<file path="config.mk">
export PLATFORM = sky130hd
export DESIGN_NAME = rxq_sched
export DESIGN_NICKNAME = d
export VERILOG_FILES = /design/src/rtl/rxq_pkg.sv /design/src/rtl/rxq_age_timer.sv /design/src/rtl/rxq_fifo.sv /design/src/rtl/rxq_arbiter.sv /design/src/rtl/rxq_sched.sv
export SDC_FILE = /design/constraint.sdc
export NUM_CORES = 2
export LEC_CHECK = 0
export BUFFER_PORTS_ARGS = -buffer_cell sky130_fd_sc_hd__buf_2
export CAP_MARGIN = 20
export CORE_ASPECT_RATIO = 0.9
export CORE_UTILIZATION = 50
export DETAILED_ROUTE_END_ITERATION = 10
export PLACE_DENSITY = 0.75
export RECOVER_POWER = 50
export SKIP_LAST_GASP = 1
export SYNTH_ARGS = -nofsm -noshare
export SYNTH_HDL_FRONTEND = slang
export SYNTH_HIERARCHICAL = 1
export SYNTH_SLANG_ARGS = --single-unit
</file>
<file path="constraint.sdc">
create_clock -name clk -period 5.8 [get_ports clk]
set_input_delay 0.29 -clock clk [delete_from_list [all_inputs] [get_ports clk]]
set_output_delay 0.29 -clock clk [all_outputs]
set_load 0.05 [all_outputs]
</file>
<file path="src/rtl/rxq_pkg.sv">
package rxq_pkg;
  localparam int unsigned NQ_DEF = 4;
  localparam logic [2:0] A_SEL    = 3'd0;
  localparam logic [2:0] A_STATUS = 3'd1;
  localparam logic [2:0] A_AGE    = 3'd2;
  localparam logic [2:0] A_PRESC  = 3'd3;
  localparam logic       A_THR_HI = 1'b1; // addresses 4..7 hold thresholds
endpackage

</file>
<file path="src/rtl/rxq_age_timer.sv">
module rxq_age_timer #(
  parameter int unsigned TW = 7,
  parameter int unsigned PW = 8
) (
  input  logic          clk,
  input  logic          rst_n,
  input  logic [PW-1:0] prescale,
  output logic [TW-1:0] tick
);
  logic [PW-1:0] pc_q, pc_d;
  logic [TW-1:0] tick_d;
  logic          adv;

  always_comb begin
    adv    = (pc_q >= prescale);
    pc_d   = adv ? '0 : pc_q + 1'b1;
    tick_d = adv ? tick + 1'b1 : tick;
  end

  always_ff @(posedge clk or negedge rst_n) begin
    if (!rst_n) begin
      pc_q <= '0;
      tick <= '0;
    end else begin
      pc_q <= pc_d;
      tick <= tick_d;
    end
  end
endmodule

</file>
<file path="src/rtl/rxq_fifo.sv">
module rxq_fifo #(
  parameter int unsigned W     = 23,
  parameter int unsigned DEPTH = 16,
  localparam int unsigned AW   = $clog2(DEPTH),
  localparam int unsigned CW   = AW + 1
) (
  input  logic          clk,
  input  logic          rst_n,
  input  logic          wr_req,
  input  logic [W-1:0]  wr_data,
  input  logic          rd_en,
  output logic [W-1:0]  rd_data,
  output logic [CW-1:0] count,
  output logic          ovf
);
  logic [W-1:0]  mem [DEPTH];
  logic [AW-1:0] wp_q, wp_d, rp_q, rp_d;
  logic [CW-1:0] cnt_d;
  logic          full, wr_ok;

  always_comb begin
    full  = (count == CW'(DEPTH));
    wr_ok = wr_req && !full;
    ovf   = wr_req && full;
    wp_d  = wr_ok ? wp_q + 1'b1 : wp_q;
    rp_d  = rd_en ? rp_q + 1'b1 : rp_q;
    cnt_d = count + CW'(wr_ok) - CW'(rd_en);
  end

  always_ff @(posedge clk) begin
    if (wr_ok) mem[wp_q] <= wr_data;
  end

  always_ff @(posedge clk or negedge rst_n) begin
    if (!rst_n) begin
      wp_q  <= '0;
      rp_q  <= '0;
      count <= '0;
    end else begin
      wp_q  <= wp_d;
      rp_q  <= rp_d;
      count <= cnt_d;
    end
  end

  assign rd_data = mem[rp_q];
endmodule

</file>
<file path="src/rtl/rxq_arbiter.sv">
module rxq_arbiter #(
  parameter int unsigned NQ = 4,
  localparam int unsigned QW = $clog2(NQ)
) (
  input  logic [NQ-1:0] req,
  output logic          gnt_valid,
  output logic [QW-1:0] gnt_idx
);
  always_comb begin
    gnt_valid = |req;
    gnt_idx   = '0;
    for (int i = 0; i < NQ; i++) begin
      if (req[i]) gnt_idx = QW'(i);
    end
  end
endmodule

</file>
<file path="src/rtl/rxq_sched.sv">
module rxq_sched #(
  parameter int unsigned NQ    = rxq_pkg::NQ_DEF,
  parameter int unsigned DW    = 16,
  parameter int unsigned DEPTH = 16,
  parameter int unsigned TW    = 7,
  parameter int unsigned PW    = 8,
  localparam int unsigned QW   = $clog2(NQ),
  localparam int unsigned CW   = $clog2(DEPTH) + 1,
  localparam int unsigned AGW  = 6
) (
  input  logic             clk,
  input  logic             rst_n,
  input  logic [NQ-1:0]    push_valid,
  input  logic [NQ*DW-1:0] push_desc,
  input  logic             pop_ready,
  output logic             out_valid,
  output logic [QW-1:0]    out_qid,
  output logic [DW-1:0]    out_desc,
  output logic [NQ-1:0]    drop_pulse,
  output logic [NQ-1:0]    ovf_pulse,
  input  logic             reg_wr,
  input  logic [2:0]       reg_addr,
  input  logic [7:0]       reg_wdata,
  output logic [7:0]       reg_rdata
);
  import rxq_pkg::*;

  logic [NQ-1:0]  sel_en, sel_en_d, flush_en, flush_en_d;
  logic [AGW-1:0] age_lim, age_lim_d;
  logic [PW-1:0]  presc, presc_d;
  logic [CW-1:0]  thr_q [NQ];
  logic [CW-1:0]  thr_d [NQ];

  logic [TW-1:0]  tick;
  logic [DW-1:0]  head_desc [NQ];
  logic [TW-1:0]  head_stamp [NQ];
  logic [CW-1:0]  q_cnt [NQ];
  logic [NQ-1:0]  q_nonempty, q_long, q_old, q_pop, q_remove;
  logic           pop_fire;

  // register next-state
  always_comb begin
    sel_en_d   = sel_en;
    flush_en_d = flush_en;
    age_lim_d  = age_lim;
    presc_d    = presc;
    for (int i = 0; i < NQ; i++) thr_d[i] = thr_q[i];
    if (reg_wr) begin
      if (reg_addr[2] == A_THR_HI) begin
        thr_d[reg_addr[QW-1:0]] = reg_wdata[CW-1:0];
      end else begin
        case (reg_addr)
          A_SEL: begin
            sel_en_d   = reg_wdata[NQ-1:0];
            flush_en_d = reg_wdata[2*NQ-1:NQ];
          end
          A_AGE:   age_lim_d = reg_wdata[AGW-1:0];
          A_PRESC: presc_d   = reg_wdata[PW-1:0];
          default: ;
        endcase
      end
    end
  end

  always_ff @(posedge clk or negedge rst_n) begin
    if (!rst_n) begin
      sel_en   <= '0;
      flush_en <= '0;
      age_lim  <= '1;
      presc    <= '0;
      for (int i = 0; i < NQ; i++) thr_q[i] <= CW'(DEPTH);
    end else begin
      sel_en   <= sel_en_d;
      flush_en <= flush_en_d;
      age_lim  <= age_lim_d;
      presc    <= presc_d;
      for (int i = 0; i < NQ; i++) thr_q[i] <= thr_d[i];
    end
  end

  // read mux
  always_comb begin
    reg_rdata = '0;
    if (reg_addr[2] == A_THR_HI) begin
      reg_rdata = 8'(thr_q[reg_addr[QW-1:0]]);
    end else begin
      case (reg_addr)
        A_SEL:    reg_rdata = {flush_en, sel_en};
        A_STATUS: reg_rdata = {q_long, q_nonempty};
        A_AGE:    reg_rdata = 8'(age_lim);
        A_PRESC:  reg_rdata = 8'(presc);
        default:  reg_rdata = '0;
      endcase
    end
  end

  rxq_age_timer #(.TW(TW), .PW(PW)) timer_i (
    .clk(clk), .rst_n(rst_n), .prescale(presc), .tick(tick)
  );

  rxq_arbiter #(.NQ(NQ)) arb_i (
    .req(sel_en & q_nonempty), .gnt_valid(out_valid), .gnt_idx(out_qid)
  );

  assign pop_fire = out_valid && pop_ready;
  assign out_desc = head_desc[out_qid];

  for (genvar g = 0; g < NQ; g++) begin : g_q
    logic [TW-1:0] age;

    rxq_fifo #(.W(DW + TW), .DEPTH(DEPTH)) fifo_i (
      .clk(clk), .rst_n(rst_n),
      .wr_req(push_valid[g]),
      .wr_data({push_desc[g*DW +: DW], tick}),
      .rd_en(q_remove[g]),
      .rd_data({head_desc[g], head_stamp[g]}),
      .count(q_cnt[g]),
      .ovf(ovf_pulse[g])
    );

    assign q_nonempty[g] = (q_cnt[g] != '0);
    assign q_long[g]     = (q_cnt[g] >= thr_q[g]);
    assign age           = tick - head_stamp[g];
    assign q_old[g]      = q_nonempty[g] && (age > TW'(age_lim));
    assign q_pop[g]      = pop_fire && (out_qid == QW'(g));

    if (g == 0) begin : g_age_only
      assign drop_pulse[g] = flush_en[g] && q_old[g] && !q_pop[g];
    end else begin : g_age_len
      assign drop_pulse[g] = flush_en[g] && q_nonempty[g] &&
                             (q_old[g] || q_long[g]) && !q_pop[g];
    end

    assign q_remove[g] = q_pop[g] || drop_pulse[g];
  end
endmodule

</file>
Word level (Yosys, flattened, before mapping) --
Memory sizes are Yosys's and may differ from the RTL's. Cells that the tools add are included.
Cells by class: order comparisons 12, muxes and demuxes 23, eq/ne operators 10, reduce and logical (&&, ||, !) cells 55, bitwise operators 4, add/subtract/negate cells 22
Operators with widths (number):
- $add A4 B1 Y4 const B | 8
- $bmux W16 S2 | 1
- $mux W16 | 2
- $pmux W8 S4 | 1
- $logic_and A1 B1 Y1 | 29
- $gt A7 B6 Y1 | 4
- $sub A7 B7 Y7 | 4
- $add A5 B1 Y5 | 4
- $bwmux W20 | 1
- $eq A5 B5 Y1 const B | 4
- $ge A5 B5 Y1 | 4
- $reduce_bool A5 Y1 | 4
- $sub A5 B1 Y5 | 4
- $mux W8 | 2
- $mux W5 | 3
- $bmux W5 S2 | 1
- $demux W5 S2 | 1
- $mux W1 | 9
- $reduce_and A3 Y1 | 3
- $add A8 B1 Y8 const B | 1
- $ge A8 B8 Y1 | 1
- $logic_not A1 Y1 | 8
- $add A7 B1 Y7 const B | 1
- $logic_or A1 B1 Y1 | 7
- 14 further kinds | 19
Storage, ports and cells: output and inout port bits 35, memory bits (writable) 1472, register bits after elaboration 109, logic and storage cells 152, memories 4, bits of input ports 83
Memory list:
- g_q[0].fifo_i.mem | words 16, width 23, read ports 1, clocked after memory_dff 0, write ports 1, line rxq_fifo.sv:16 | logic [W-1:0] mem [DEPTH];
- g_q[1].fifo_i.mem | words 16, width 23, read ports 1, clocked after memory_dff 0, write ports 1, line rxq_fifo.sv:16
- g_q[2].fifo_i.mem | words 16, width 23, read ports 1, clocked after memory_dff 0, write ports 1, line rxq_fifo.sv:16
- g_q[3].fifo_i.mem | words 16, width 23, read ports 1, clocked after memory_dff 0, write ports 1, line rxq_fifo.sv:16

Logic depth before layout (Yosys ltp) --
depth in word-level cells 11, mapped depth 26, gate-level depth less buffers 23

Cells and area by module --
The synthesis kept the hierarchy.
Modules (own cells, without submodules):
- rxq_fifo | area an instance 14585.2 um2, instances 4, seq. area each 11375.9 um2, cells each 646
- rxq_sched | area an instance 4818.4 um2, instances 1, seq. area each 1063.5 um2, cells each 518
- rxq_age_timer | area an instance 879.6 um2, instances 1, seq. area each 375.4 um2, cells each 80
- rxq_arbiter | area an instance 23.8 um2, instances 1, seq. area each 0.0 um2, cells each 4

Worst setup path after synthesis --
No wires, ideal clock.
path type flip-flop to flip-flop, start point register g_q[3].fifo_i.rp_q[0], end point register g_q[3].fifo_i.count[4], clock period less this slack 5.219 ns, data arrival time 5.094 ns, setup time 0.124 ns, stages on the path, launching flop included 25, buffers on the path 2, path slack 0.581 ns, data required time 5.676 ns, cell sequence dfrtp_1 -> clkbuf_1 -> buf_2 -> mux4_2 -> a22oi_1 -> nand2_1 -> inv_1 -> ha_1 -> nor2b_1 -> o21ai_0 -> a21boi_0 -> or4_1 -> nand3_1 -> ha_1 -> and3_1 -> a221o_1 -> a22oi_2 -> nand3b_1 -> ha_1 -> inv_1 -> ha_1 -> fa_1 -> a21oi_1 -> o21bai_1 -> xnor2_1
RTL lines:
- from (decl) | line rxq_fifo.sv:17 | logic [AW-1:0] wp_q, wp_d, rp_q, rp_d;
- from (signal assigned) | line rxq_fifo.sv:41 | rp_q <= rp_d;
- to (signal assigned) | line rxq_fifo.sv:42 | count <= cnt_d;
- to (decl) | line rxq_fifo.sv:13 | output logic [CW-1:0] count,

==> flow_metrics.py <==
metrics = {
    "synth": {
        "synth_area_per_cell_sq_um": 20.1,
        "synthArstFlopShare": 0.0689,
        "synth_area_sq_mm": 0.0641,
        "yosysWarningCount": 6,
        "synthCells": 3186,
        "yosys-top-cells-area": "edfxtp_1, mux4_2, dfrtp_1",
        "seq_area_frac_synth": 0.733,
        "ys_seq_elements": 1581,
        "synth-edff-count": 1472,
        "synth_cell_types": 69,
        "synth_fp_nets": 3399,
        "synth.largest_area_cell": "edfxtp_1",
        "ys.flop_type": "edfxtp_1",
        "synth_top_area_frac": 0.690,
    },
    "route": {
        "firstDrtPassIters": 7,
        "totalWireLength_mm": 152,
        "drc": 0,
        "num_vias": 32800,
        "routedWlPerCell_microns": 28.4,
        "drtAntennaViolNets": 0,
        "drt_iter0_drc": 3871,
        "via_per_inst": 6.11,
    },
    "place": {
        "dp_cells": 5000,
        "portBuffers": 117,
        "dpl.hpwl_mm": 89.2,
        "gp_congestion": 0.863,
        "post-place-ws_ps": 385,
    },
    "critical_path": {
        "path_cells": "buf_4, mux4_2, a22oi_1, nand2_1, ha_1, nor2b_1, o21ai_0, a21boi_0, or4b_1, nand3_1, ha_1, nand3_1, nor2_1, nor2_1, o21ai_0, nand3b_1, ha_1, inv_1, ha_1, fa_1, a21oi_1, o21bai_1, xnor2_1",
        "worstPathRequired_ps": 6450,
        "critPathMaxStageDelay_ps": 680,
        "cpLargestDelayFamily": "adder cells",
        "cp_max_fo": 20,
        "critPathLaunchType": "flop",
        "critPathCaptureType": "flop",
        "slowest_stage": "dfrtp_4",
        "critPathKind": "flop to flop",
        "cpMostUsedCell": "ha_1",
        "worst-path-buf-inv": 2,
        "worst_ep_arrival_time_ps": 6140,
    },
    "timing": {
        "min_period_ps": 5490,
        "final-setup-viol-count": 0,
        "hold_violations": 0,
        "skew_ps": 28.9,
        "fin_hold_ws_ps": 182,
        "finalSetupTns_ps": 0,
        "fin_crit_sh": 0.947,
        "rsz0062_at_grt": "true",
        "slew_headroom": -1.16,
        "slew_viol_final": 290,
        "worst_pin_slew_ps": 3230,
        "worst_slack_ps": 306,
        "maxClockFrequency_mhz": 182,
    },
    "floorplan": {
        "fp.dieArea_sq_mm": 0.130,
        "rows": 124,
        "die_w_microns": 379,
        "start_util": 0.504,
        "core_sq_mm": 0.127,
        "io_pins": 118,
        "die_y_microns": 342,
    },
    "clock_tree": {
        "cts_tree": "yes",
        "clk_pin_slew_ps": 60,
        "cts-root-buf": "clkbuf_16",
        "cts.path.max_buffers": 3,
        "clock_latency_ps": 780,
        "cts_max_level": 4,
        "cts_buffers": 149,
        "clkSinkCount": 1581,
    },
    "layout": {
        "instances_no_fill": 5365,
        "finalNetCount": 3742,
        "area_growth_pct": 13.6,
        "layout-drive-gt1-share": 0.244,
    },
    "global_route": {
        "grt_start_max_net_pins": 68,
        "grt_use_met1": 0.334,
        "grt_pass1_wl_mm": 221,
        "first_global_vias": 33200,
        "grt_util_all_layers": 0.238,
        "overflow": 0,
        "antenna_found_initial": 11,
        "use_met3": 0.0608,
        "grt_use_met2": 0.373,
        "grt-busiest-layer": "met2",
    },
    "power": {
        "total_power_mw": 39.8,
        "vdd_drop_max_mv": 1.13,
        "p_leak_nw": 24.6,
        "powerDensity_mw_per_mm2": 546,
    },
    "run_status": {
        "violations": "capacitance limit, slew limit",
        "outcome": "complete, but fails checks",
    },
    "job": {
        "drv_cap": 7,
    },
    "worst_hold_path": {
        "hold_class": "primary input to flop",
    },
}
## cells by family (layout without fill, tap and decap cells)
kind of cell    count (synthesis)  after routing  synth area share
simple gates                  389            389            0.0319
other cells                     0             12                 0
compound gates                322            322            0.0357
mux                           442            442             0.145
buf+inv                       257            723            0.0191
fa+ha+maj                     130            130            0.0263
xor+xnor                       65             65           0.00900
flops                        1581           1581             0.733
## flip-flops by register name (all words and copies together) (netlist names)
name              count
timer_i/tick          7
presc                 8
thr_q                20
g_q.fifo_i/rp_q      16
g_q.fifo_i/wp_q      16
flush_en              4
age_lim               6
g_q.fifo_i/mem     1472
g_q.fifo_i/count     20
sel_en                4
timer_i/pc_q          8
## worst paths after layout
kind | start | end | slack (ps) | cells after the start
setup / recovery | g_q[0].fifo_i/rp_q[0] | g_q[0].fifo_i/count[4] | 310 | 23
hold / removal | reg_addr[2] | thr_q[19] | 180 | 5
setup reg to reg | g_q[0].fifo_i/rp_q[0] | g_q[0].fifo_i/count[4] | 310 | 23
hold reg to reg | thr_q[12] | thr_q[12] | 520 | 1
max in group asynchronous | rst_n | g_q[1].fifo_i/rp_q[1] | 1580 | 3
min in group asynchronous | rst_n | g_q[2].fifo_i/wp_q[1] | 1170 | 2
## where the power goes
part,switching (mW),leakage (nW),total (mW),internal [mW]
Combinational,8.87,7.50,14.7,5.79
Clock,4.18,2.43,9.95,5.77
Sequential,0.940,14.6,15.1,14.2
## worst reg2reg max path, cell delays in order, from the launching register on
cell and delay, ps:
dfrtp_4 680, buf_4 380, mux4_2 550, a22oi_1 200, nand2_1 140, ha_1 230
nor2b_1 100, o21ai_0 90, a21boi_0 340, or4b_1 170, nand3_1 80, ha_1 310
nand3_1 100, nor2_1 140, nor2_1 50, o21ai_0 80, nand3b_1 310, ha_1 410
inv_1 40, ha_1 200, fa_1 400, a21oi_1 170, o21bai_1 90, xnor2_1 120
## metrics by stage
step | area [sq um] | util
after detailed placement | 67100 | 0.528
after CTS | 72900 | 0.573
after global routing | 72800 | 0.573
final | 72800 | 0.573
after floorplan | 64100 | -
after global placement | 67100 | 0.528
## synthesized netlist by cell type, types with 19 or more instances
master	count
a21oi_1	41
a22oi_1	184
and2_1	53
buf_2	28
buf_6	27
clkbuf_1	71
dfrtp_1	99
edfxtp_1	1472
ha_1	122
inv_1	122
mux2_2	43
mux4_2	386
nand2_1	141
nand3_1	19
nor2_1	64
nor2b_1	25
o21ai_0	39
xnor2_1	30
xor2_1	34
## cell usage in the layout, fill, tap and decap left out, types with 10 or more instances in the layout
cell type and count:
nor4_1 12, nand4_1 10, a21o_1 14, nand2_1 141, diode_2 12, o21ai_0 39, dlygate4sd3_1 78, buf_2 50
mux2i_1 13, dfrtp_1 89, mux4_2 386, xnor2_1 30, clkinv_1 28, clkbuf_16 155, nand3_1 19, xor2_1 34
inv_1 122, mux2_2 43, clkinv_2 22, bufinv_16 18, clkbuf_1 103, and2_1 52, a22oi_1 184, nor2_2 20
nor2_1 44, buf_4 123, nor2b_1 17, a21oi_1 38, ha_1 122, edfxtp_1 1472, dfstp_2 10
## routing by layer
metal / wire length (microns) / share of wire / up-vias
met2: 72300 / 0.47 / 1599
met5: 39 / 0.00026 / -
met4: 3540 / 0.023 / 8
met1: 59700 / 0.39 / 17200
li1: - / - / 13700
met3: 16700 / 0.11 / 236
## final cells by class
type                    count  area, sq um
diodes                     12         30.0
clock buffers             190         4060
clock inverters            84          918
fillers                  9137        54300
inverters                 122          458
multi-input cells        1348        16000
flip-flops and latches   1581        47000
well taps                1701         2130
repair buffers            327         2270
## timing repair
action	in CTS	in global routing
hold buffers	78	0
gates resized for setup	0	6
endpoints found under the hold margin	1133	0
buffers inserted	0	1
setup endpoints to repair	0	5
No activity file was read; power rests on OpenSTA's default activity.
